===== src/rtl/ivt64_pkg.sv =====
package ivt64_pkg;

    // register byte offsets (fixed: software depends on them)
    localparam logic [7:0] OFS_CTRL = 8'h00;
    localparam logic [7:0] OFS_MODE = 8'h04;
    localparam logic [7:0] OFS_PLO  = 8'h08;
    localparam logic [7:0] OFS_PHI  = 8'h0C;
    localparam logic [7:0] OFS_IEN  = 8'h10;
    localparam logic [7:0] OFS_IST  = 8'h1C;
    localparam logic [7:0] OFS_CLO  = 8'h20;
    localparam logic [7:0] OFS_CHI  = 8'h24;

    // control bits
    localparam int CTL_GO   = 0;
    localparam int CTL_SRST = 8;

    // mode bits
    localparam int MD_CONT = 0;
    localparam int MD_ALT  = 3;
    localparam int MD_LIVE = 4;
    localparam int MD_DIV  = 8;
    localparam int DIV_W   = 4;

    typedef struct packed {
        logic [DIV_W-1:0] div;
        logic             live;
        logic             alt;
        logic             cont;
    } mode_t;

endpackage


===== src/rtl/ivt64_prescale.sv =====
module ivt64_prescale
    import ivt64_pkg::*;
#(
    parameter int PW = DIV_W
) (
    input  logic          clk,
    input  logic          rst_n,
    input  logic          clr,
    input  logic          run,
    input  logic          alt_sel,
    input  logic          alt_tick,
    input  logic [PW-1:0] div,
    output logic          tick
);

    typedef struct packed {
        logic [PW-1:0] phase;
    } ps_st_t;

    ps_st_t st_q, st_d;
    logic   src_en;
    logic   at_end;

    always_comb begin
        src_en = alt_sel ? alt_tick : 1'b1;
        // >= keeps the divider from running away if div shrinks mid-count
        at_end = (st_q.phase >= div);
        tick   = run & src_en & at_end;

        st_d = st_q;
        if (clr) begin
            st_d.phase = '0;
        end else if (run && src_en) begin
            if (at_end) begin
                st_d.phase = '0;
            end else begin
                st_d.phase = st_q.phase + 1'b1;
            end
        end
    end

    always_ff @(posedge clk or negedge rst_n) begin
        if (!rst_n) begin
            st_q <= '0;
        end else begin
            st_q <= st_d;
        end
    end

endmodule


===== src/rtl/ivt64_count.sv =====
module ivt64_count #(
    parameter int CNT_W = 64
) (
    input  logic             clk,
    input  logic             rst_n,
    input  logic             start_req,
    input  logic             swrst,
    input  logic             tick,
    input  logic             cont,
    input  logic             live,
    input  logic             commit,
    input  logic [CNT_W-1:0] commit_val,
    output logic [CNT_W-1:0] count,
    output logic             running,
    output logic             launch,
    output logic             wrap
);

    typedef struct packed {
        logic [CNT_W-1:0] cnt;
        logic [CNT_W-1:0] eff;
        logic [CNT_W-1:0] pend;
        logic             pend_vld;
        logic             run;
    } cnt_st_t;

    cnt_st_t          st_q, st_d;
    logic [CNT_W:0]   lim_w;
    logic [CNT_W:0]   inc_w;
    logic             hit_w;

    always_comb begin
        // zero period stands for the full range
        lim_w  = (st_q.eff == '0) ? {1'b0, {CNT_W{1'b1}}} : {1'b0, st_q.eff};
        inc_w  = {1'b0, st_q.cnt} + {{CNT_W{1'b0}}, 1'b1};
        hit_w  = (inc_w >= lim_w);
        launch = start_req & ~st_q.run & ~swrst;
        wrap   = tick & st_q.run & hit_w;
    end

    always_comb begin
        st_d = st_q;
        if (swrst) begin
            st_d = '0;
        end else begin
            if (launch) begin
                st_d.run = 1'b1;
                st_d.cnt = '0;
                if (st_q.pend_vld) begin
                    st_d.eff      = st_q.pend;
                    st_d.pend_vld = 1'b0;
                end
            end else if (tick && st_q.run) begin
                if (hit_w) begin
                    st_d.cnt = '0;
                    if (!cont) begin
                        st_d.run = 1'b0;
                    end
                end else begin
                    st_d.cnt = inc_w[CNT_W-1:0];
                end
            end
            if (commit) begin
                if (live || !st_q.run) begin
                    st_d.eff      = commit_val;
                    st_d.pend_vld = 1'b0;
                end else begin
                    st_d.pend     = commit_val;
                    st_d.pend_vld = 1'b1;
                end
            end
        end
    end

    always_ff @(posedge clk or negedge rst_n) begin
        if (!rst_n) begin
            st_q <= '0;
        end else begin
            st_q <= st_d;
        end
    end

    assign count   = st_q.cnt;
    assign running = st_q.run;

endmodule


===== src/rtl/ivt64_regs.sv =====
module ivt64_regs
    import ivt64_pkg::*;
#(
    parameter int DW     = 32,
    parameter int ADDR_W = 8,
    parameter int CNT_W  = 2 * DW
) (
    input  logic              clk,
    input  logic              rst_n,
    input  logic              bus_wr,
    input  logic              bus_rd,
    input  logic [ADDR_W-1:0] bus_addr,
    input  logic [DW-1:0]     bus_wdata,
    input  logic [CNT_W-1:0]  count,
    input  logic              wrap,
    output logic [DW-1:0]     bus_rdata,
    output mode_t             mode,
    output logic              start_req,
    output logic              swrst,
    output logic              commit,
    output logic [CNT_W-1:0]  commit_val,
    output logic              irq
);

    localparam logic [ADDR_W-1:0] A_CTRL = ADDR_W'(OFS_CTRL);
    localparam logic [ADDR_W-1:0] A_MODE = ADDR_W'(OFS_MODE);
    localparam logic [ADDR_W-1:0] A_PLO  = ADDR_W'(OFS_PLO);
    localparam logic [ADDR_W-1:0] A_PHI  = ADDR_W'(OFS_PHI);
    localparam logic [ADDR_W-1:0] A_IEN  = ADDR_W'(OFS_IEN);
    localparam logic [ADDR_W-1:0] A_IST  = ADDR_W'(OFS_IST);
    localparam logic [ADDR_W-1:0] A_CLO  = ADDR_W'(OFS_CLO);
    localparam logic [ADDR_W-1:0] A_CHI  = ADDR_W'(OFS_CHI);

    typedef struct packed {
        mode_t            mode;
        logic [DW-1:0]    stage_hi;
        logic [CNT_W-1:0] prog;
        logic             ien;
        logic             ist;
        logic [DW-1:0]    snap_hi;
        logic [DW-1:0]    rdata;
    } reg_st_t;

    reg_st_t       st_q, st_d;
    logic          wr_ctrl, wr_mode, wr_plo, wr_phi, wr_ien;
    logic          rd_ist, rd_clo;
    logic [DW-1:0] mode_rv;
    logic [DW-1:0] rd_mux;

    always_comb begin
        wr_ctrl = bus_wr && (bus_addr == A_CTRL);
        wr_mode = bus_wr && (bus_addr == A_MODE);
        wr_plo  = bus_wr && (bus_addr == A_PLO);
        wr_phi  = bus_wr && (bus_addr == A_PHI);
        wr_ien  = bus_wr && (bus_addr == A_IEN);
        rd_ist  = bus_rd && (bus_addr == A_IST);
        rd_clo  = bus_rd && (bus_addr == A_CLO);

        swrst      = wr_ctrl & bus_wdata[CTL_SRST];
        start_req  = wr_ctrl & bus_wdata[CTL_GO];
        commit     = wr_plo;
        commit_val = {st_q.stage_hi, bus_wdata};

        mode_rv                   = '0;
        mode_rv[MD_CONT]          = st_q.mode.cont;
        mode_rv[MD_ALT]           = st_q.mode.alt;
        mode_rv[MD_LIVE]          = st_q.mode.live;
        mode_rv[MD_DIV +: DIV_W]  = st_q.mode.div;

        unique case (bus_addr)
            A_MODE:  rd_mux = mode_rv;
            A_PLO:   rd_mux = st_q.prog[DW-1:0];
            A_PHI:   rd_mux = st_q.prog[CNT_W-1:DW];
            A_IEN:   rd_mux = {{(DW-1){1'b0}}, st_q.ien};
            A_IST:   rd_mux = {{(DW-1){1'b0}}, st_q.ist};
            A_CLO:   rd_mux = count[DW-1:0];
            A_CHI:   rd_mux = st_q.snap_hi;
            default: rd_mux = '0;
        endcase
    end

    always_comb begin
        st_d = st_q;
        if (swrst) begin
            st_d = '0;
        end else begin
            if (wr_mode) begin
                st_d.mode.cont = bus_wdata[MD_CONT];
                st_d.mode.alt  = bus_wdata[MD_ALT];
                st_d.mode.live = bus_wdata[MD_LIVE];
                st_d.mode.div  = bus_wdata[MD_DIV +: DIV_W];
            end
            if (wr_phi) begin
                st_d.stage_hi = bus_wdata;
            end
            if (wr_plo) begin
                st_d.prog = commit_val;
            end
            if (wr_ien) begin
                st_d.ien = bus_wdata[0];
            end
            if (rd_clo) begin
                st_d.snap_hi = count[CNT_W-1:DW];
            end
            // a wrap in the read cycle wins over the clear
            if (wrap) begin
                st_d.ist = 1'b1;
            end else if (rd_ist) begin
                st_d.ist = 1'b0;
            end
            if (bus_rd) begin
                st_d.rdata = rd_mux;
            end
        end
    end

    always_ff @(posedge clk or negedge rst_n) begin
        if (!rst_n) begin
            st_q <= '0;
        end else begin
            st_q <= st_d;
        end
    end

    assign bus_rdata = st_q.rdata;
    assign mode      = st_q.mode;
    assign irq       = st_q.ist & st_q.ien;

endmodule


===== src/rtl/ivt64_timer.sv =====
module ivt64_timer
    import ivt64_pkg::*;
#(
    parameter int HALF_W = 32,
    parameter int ADDR_W = 8
) (
    input  logic              clk,
    input  logic              rst_n,
    input  logic              alt_tick,
    input  logic              bus_wr,
    input  logic              bus_rd,
    input  logic [ADDR_W-1:0] bus_addr,
    input  logic [HALF_W-1:0] bus_wdata,
    output logic [HALF_W-1:0] bus_rdata,
    output logic              irq_o
);

    localparam int CNT_W = 2 * HALF_W;

    mode_t            mode_w;
    logic             start_req_w;
    logic             swrst_w;
    logic             commit_w;
    logic [CNT_W-1:0] commit_val_w;
    logic [CNT_W-1:0] count_w;
    logic             running_w;
    logic             launch_w;
    logic             wrap_w;
    logic             tick_w;

    ivt64_regs #(
        .DW    (HALF_W),
        .ADDR_W(ADDR_W),
        .CNT_W (CNT_W)
    ) u_regs (
        .clk       (clk),
        .rst_n     (rst_n),
        .bus_wr    (bus_wr),
        .bus_rd    (bus_rd),
        .bus_addr  (bus_addr),
        .bus_wdata (bus_wdata),
        .count     (count_w),
        .wrap      (wrap_w),
        .bus_rdata (bus_rdata),
        .mode      (mode_w),
        .start_req (start_req_w),
        .swrst     (swrst_w),
        .commit    (commit_w),
        .commit_val(commit_val_w),
        .irq       (irq_o)
    );

    ivt64_prescale #(
        .PW(DIV_W)
    ) u_pre (
        .clk     (clk),
        .rst_n   (rst_n),
        .clr     (launch_w | swrst_w),
        .run     (running_w),
        .alt_sel (mode_w.alt),
        .alt_tick(alt_tick),
        .div     (mode_w.div),
        .tick    (tick_w)
    );

    ivt64_count #(
        .CNT_W(CNT_W)
    ) u_cnt (
        .clk       (clk),
        .rst_n     (rst_n),
        .start_req (start_req_w),
        .swrst     (swrst_w),
        .tick      (tick_w),
        .cont      (mode_w.cont),
        .live      (mode_w.live),
        .commit    (commit_w),
        .commit_val(commit_val_w),
        .count     (count_w),
        .running   (running_w),
        .launch    (launch_w),
        .wrap      (wrap_w)
    );

endmodule


===== config.mk =====
export PLATFORM = sky130hd
export DESIGN_NAME = ivt64_timer
export DESIGN_NICKNAME = d
export VERILOG_FILES = /design/src/rtl/ivt64_pkg.sv /design/src/rtl/ivt64_prescale.sv /design/src/rtl/ivt64_count.sv /design/src/rtl/ivt64_regs.sv /design/src/rtl/ivt64_timer.sv
export SDC_FILE = /design/constraint.sdc
export NUM_CORES = 1
export LEC_CHECK = 0
export BUFFER_PORTS_ARGS = -buffer_cell sky130_fd_sc_hd__buf_2
export CORE_MARGIN = 2
export CORE_UTILIZATION = 40
export CTS_CLUSTER_SIZE = 20
export DETAILED_ROUTE_END_ITERATION = 16
export GPL_TIMING_DRIVEN = 1
export SYNTH_ARGS = -nofsm -noshare
export SYNTH_HDL_FRONTEND = slang
export SYNTH_SLANG_ARGS = --single-unit

===== constraint.sdc =====
create_clock -name clk -period 5.4 [get_ports clk]
set_input_delay 0.27 -clock clk [delete_from_list [all_inputs] [get_ports clk]]
set_output_delay 0.27 -clock clk [all_outputs]
set_load 0.02 [all_outputs]

==> results.txt <==
The initial utilization of the core area, before any placement, comes to 40.3%. The total power density per cell area is 298 nW/um^2. The highest signal layer in the routed design is met4. The upper clock frequency limit is between 150 and 200 MHz. Measured along the y axis, the die boundary spans between 200 and 250 um. The pin count of the biggest net entering global routing is around 180. During I/O placement, the number of pins put on the boundary was 78.

The clock period minus final worst setup slack is 5.08 ns. TritonCTS built the clock tree. The relative max-transition margin is 14.6%.

The mean area per synthesized cell came out at 9.23 um^2. For the pin with the worst max-slew slack, the measured transition is 1.28 ns. The detailed-route wire length came out at 64400 um. The count of filler cells inserted in the layout is 4556. The part of the Yosys area used for sequential elements came out at between 40% and 50%. The largest clock skew in the final design came out at 0.0170 ns.

The area taken by flip-flops and latches is 9180 um^2. The flow ran to the end, and the final reports show no timing, DRC or antenna violations. The antenna cell count came out at 0. The endpoint type of the worst setup path is a flop. The number of synthesized flops with an enable pin is 0.

The HPWL after detailed placement is 43900 um. The detailed-route vias per instance came out at 5.94. The number of levels in the clock H-tree is 2. The global placement routability congestion is 0.929. For this run, the leading register cell type out of synthesis is sky130_fd_sc_hd__dfrtp_1.

In the synthesized netlist the async set-or-reset flop fraction comes to 100%. The number of nets in the final layout came out at 2202. The final count of pins violating max slew is 0.

The number of buffer cells added on primary ports came out at 77. By startpoint and endpoint, the worst setup path is classified as flop to flop. The total area of multi-input combinational cells came out at 9200 um^2. Max-cap violations in this run came to 0.

The routed length per placed instance came out at between 20 and 25 um. Detailed routing placed a total of between 20000 and 30000 um of wire on met2. Summed over all failing endpoints, the final setup total negative slack is 0 ns.

The total power came out at approximately 6.5 mW. The width of the chip came out at approximately 220 um. The cell count after synthesis came out at 2076.

The worst hold margin is between 0.01 and 0.015 ns. The tree is rooted in a sky130_fd_sc_hd__clkbuf_16. The post-synth net total is between 2k and 2.5k. The leakage power total is slightly below 10 nW. The endpoint required time on the critical path is 5.86 ns. The count of nets left with antenna violations after detail routing came out at 0. Post-CTS timing repair inserted 0 buffers for setup. The final critical path takes up 94.0% of the cycle. The finished cells cover approximately 22000 um^2. The row count is 80. The floorplan die area is 49700 um^2. In this run, the number of DRC markers left after iteration 0 of detailed routing was 1843. The DRC violation count after routing came out at 0. The overall global routing resource usage came out at between 20% and 30%. The latest clock arrival within the worst-skew pair came out at 0.58 ns. Of the cells placed in the final design, the portion with a size suffix greater than 1 is 10.4%.

The placement-stage cell area is between 15000 and 20000 um^2. The worst-path maximum fanout is 8. The length of the first detailed-routing pass in iterations is 6. The core region is 47500 um^2. The cell area after synthesis is roughly 19000 um^2. The detailed router put a total of around 30000 um of wire on met1.

In this run the worst hold path is classified as input port to flop. The via count of the first global-routing pass came to 15.7k. The startpoint type of the worst setup path is a flop. IR analysis of the VDD net gives a maximum drop of 0.000190 V. The data arrival at the endpoint of the critical path is ~5.5 ns. The wire length of the first global-routing pass is 98900 um. In this run, synthesis produced a sequential element count of 367. The area growth from synthesis to final layout came out at 13.0%. The number of antenna violations at the first check in global routing was 0. The total clock buffers created by CTS came out at between 40 and 50. The hold violation count in the final report is 0. The post-CTS clock slew at the launch and capture registers of the worst setup and hold paths is 0.06 ns. Summed over all layers, the global routing overflow is 0. The count of unique library cells instantiated by Yosys came out at 62. The maximum number of buffers from clock root to sink came out at 3. Setup repair after global routing left no endpoint under its margin. In the detailed route, the total length drawn on met3 is 5640 um. The total number of vias is 16.2k.

The number of failing setup endpoints in the final timing report came out at 0. The number of sinks driven by the clock tree is 367. The synthesis warning total came out at 0.
## critical path, stage by stage, from the launching register on
cell                        delay, ns
sky130_fd_sc_hd__dfrtp_1         0.46
sky130_fd_sc_hd__nand4_1         0.37
sky130_fd_sc_hd__nor4_1          0.50
sky130_fd_sc_hd__nand4_1         0.41
sky130_fd_sc_hd__or2_2           0.49
sky130_fd_sc_hd__nor2_1          0.21
sky130_fd_sc_hd__nand3_1         0.15
sky130_fd_sc_hd__xnor2_1         0.17
sky130_fd_sc_hd__ha_1            0.32
sky130_fd_sc_hd__nand4_1         0.13
sky130_fd_sc_hd__nor3_1          0.07
sky130_fd_sc_hd__a221oi_1        0.29
sky130_fd_sc_hd__o2111ai_1       0.16
sky130_fd_sc_hd__nand4b_1        0.42
sky130_fd_sc_hd__or3_1           0.55
sky130_fd_sc_hd__o41ai_1         0.25
## Yosys cell counts (all sizes together), types with 49 or more instances
cell type  count  share of area (%)
a211oi        69                2.7
a21oi        138                3.6
a22o          74                3.4
buf           54                1.8
clkbuf       128                2.5
dfrtp        367                 48
ha            70                4.6
mux2i         71                3.7
nand2        407                8.0
nand3         78                2.0
nor2         193                3.8
o21ai         60                1.6
xnor2         49                2.2
## metal layers
layer	GRT usage [%]	vias to the layer above
met2	37.4	701
li1	-	7356
met5	0	-
met4	8.38	0
met1	38.9	8093
met3	5.73	89
## timing repair
action	in CTS	in global routing
hold endpoints to repair	152	0
hold buffers	29	0
resized for setup	0	0
## area by class of cell
type	instances	share of cell area, %
timing repair buffer	149	4.95
multi-input combinational	1516	42.5
sequential	367	42.4
inverter	11	0.191
clock inverter	14	0.728
tap	615	3.55
clock buffer	62	5.67
## state kept, by name, indices dropped and copies added, names as in the netlist
signal             cells
u_regs.mode            7
u_regs.bus_rdata      32
u_regs.commit_val     32
u_regs.st_q           98
u_cnt.st_q           129
u_pre.st_q             4
u_cnt.running          1
u_cnt.count           64
## worst paths after layout
kind                                           start                    to  slack, ns  depth (start not counted)
worst max register to register        u_cnt.count[8]       u_cnt.count[59]       0.32                         15
max in group asynchronous                      rst_n        u_cnt.st_q[67]       3.59                          3
min in group asynchronous                      rst_n        u_cnt.st_q[87]       0.29                          2
worst max-delay path                  u_cnt.count[8]       u_cnt.count[59]       0.32                         15
worst min-delay path                   bus_wdata[26]        u_cnt.st_q[28]       0.01                          3
worst min register to register  u_regs.bus_rdata[28]  u_regs.bus_rdata[28]       0.47                          1
## power by group
part	internal [mW]	switching, mW	total [mW]
combinational	0.222	0.367	0.589
clock	1.72	1.20	2.92
sequential	2.83	0.109	2.94
total	4.78	1.68	6.45
## stage by stage
step	utilization (%)	instances	setup WS, ns
after floorplan	-	2076	1.24
after global placement	42.0	2629	0.518
after detailed placement	42.0	2629	0.440
after CTS	45.5	2734	0.410
after global routing	45.5	2734	0.0121
final	45.5	2734	0.324
## logic make-up after synthesis
group	after synthesis	synth area share, %
fa+ha+maj	70	4.57
buf+inv	193	4.51
flops	367	47.9
compound gates	441	15.7
mux	78	4.12
simple gates	847	19.5
xor+xnor	80	3.66
## cells in the final DEF, fill, tap and decap left out, drive strengths merged, types with 3 or more instances in the layout
| cell type | Yosys | routed |
|---|---|---|
| and4 | 5 | 5 |
| a21oi | 138 | 138 |
| o21ai | 60 | 60 |
| nand2b | 4 | 4 |
| nand3 | 78 | 78 |
| nor2b | 4 | 4 |
| a222oi | 25 | 25 |
| or2 | 7 | 7 |
| o211ai | 6 | 6 |
| dfrtp | 367 | 367 |
| xor2 | 31 | 31 |
| or4 | 5 | 5 |
| nand4 | 39 | 39 |
| nand2 | 407 | 407 |
| nor3 | 35 | 35 |
| inv | 11 | 13 |
| nor4 | 32 | 32 |
| o21a | 4 | 4 |
| and2 | 8 | 8 |
| mux2 | 7 | 7 |
| nor2 | 193 | 193 |
| a211oi | 69 | 69 |
| and3 | 15 | 15 |
| dlygate4sd3 | 0 | 29 |
| clkbuf | 128 | 62 |
| or3 | 5 | 5 |
| a21o | 29 | 29 |
| xnor2 | 49 | 49 |
| nor4b | 3 | 3 |
| a221oi | 9 | 9 |
| buf | 54 | 120 |
| bufinv | 0 | 3 |
| clkinv | 0 | 7 |
| a22oi | 8 | 8 |
| mux2i | 71 | 71 |
| o31ai | 4 | 4 |
| a22o | 74 | 74 |
| ha | 70 | 70 |
Power figures use the tool's default switching activity.
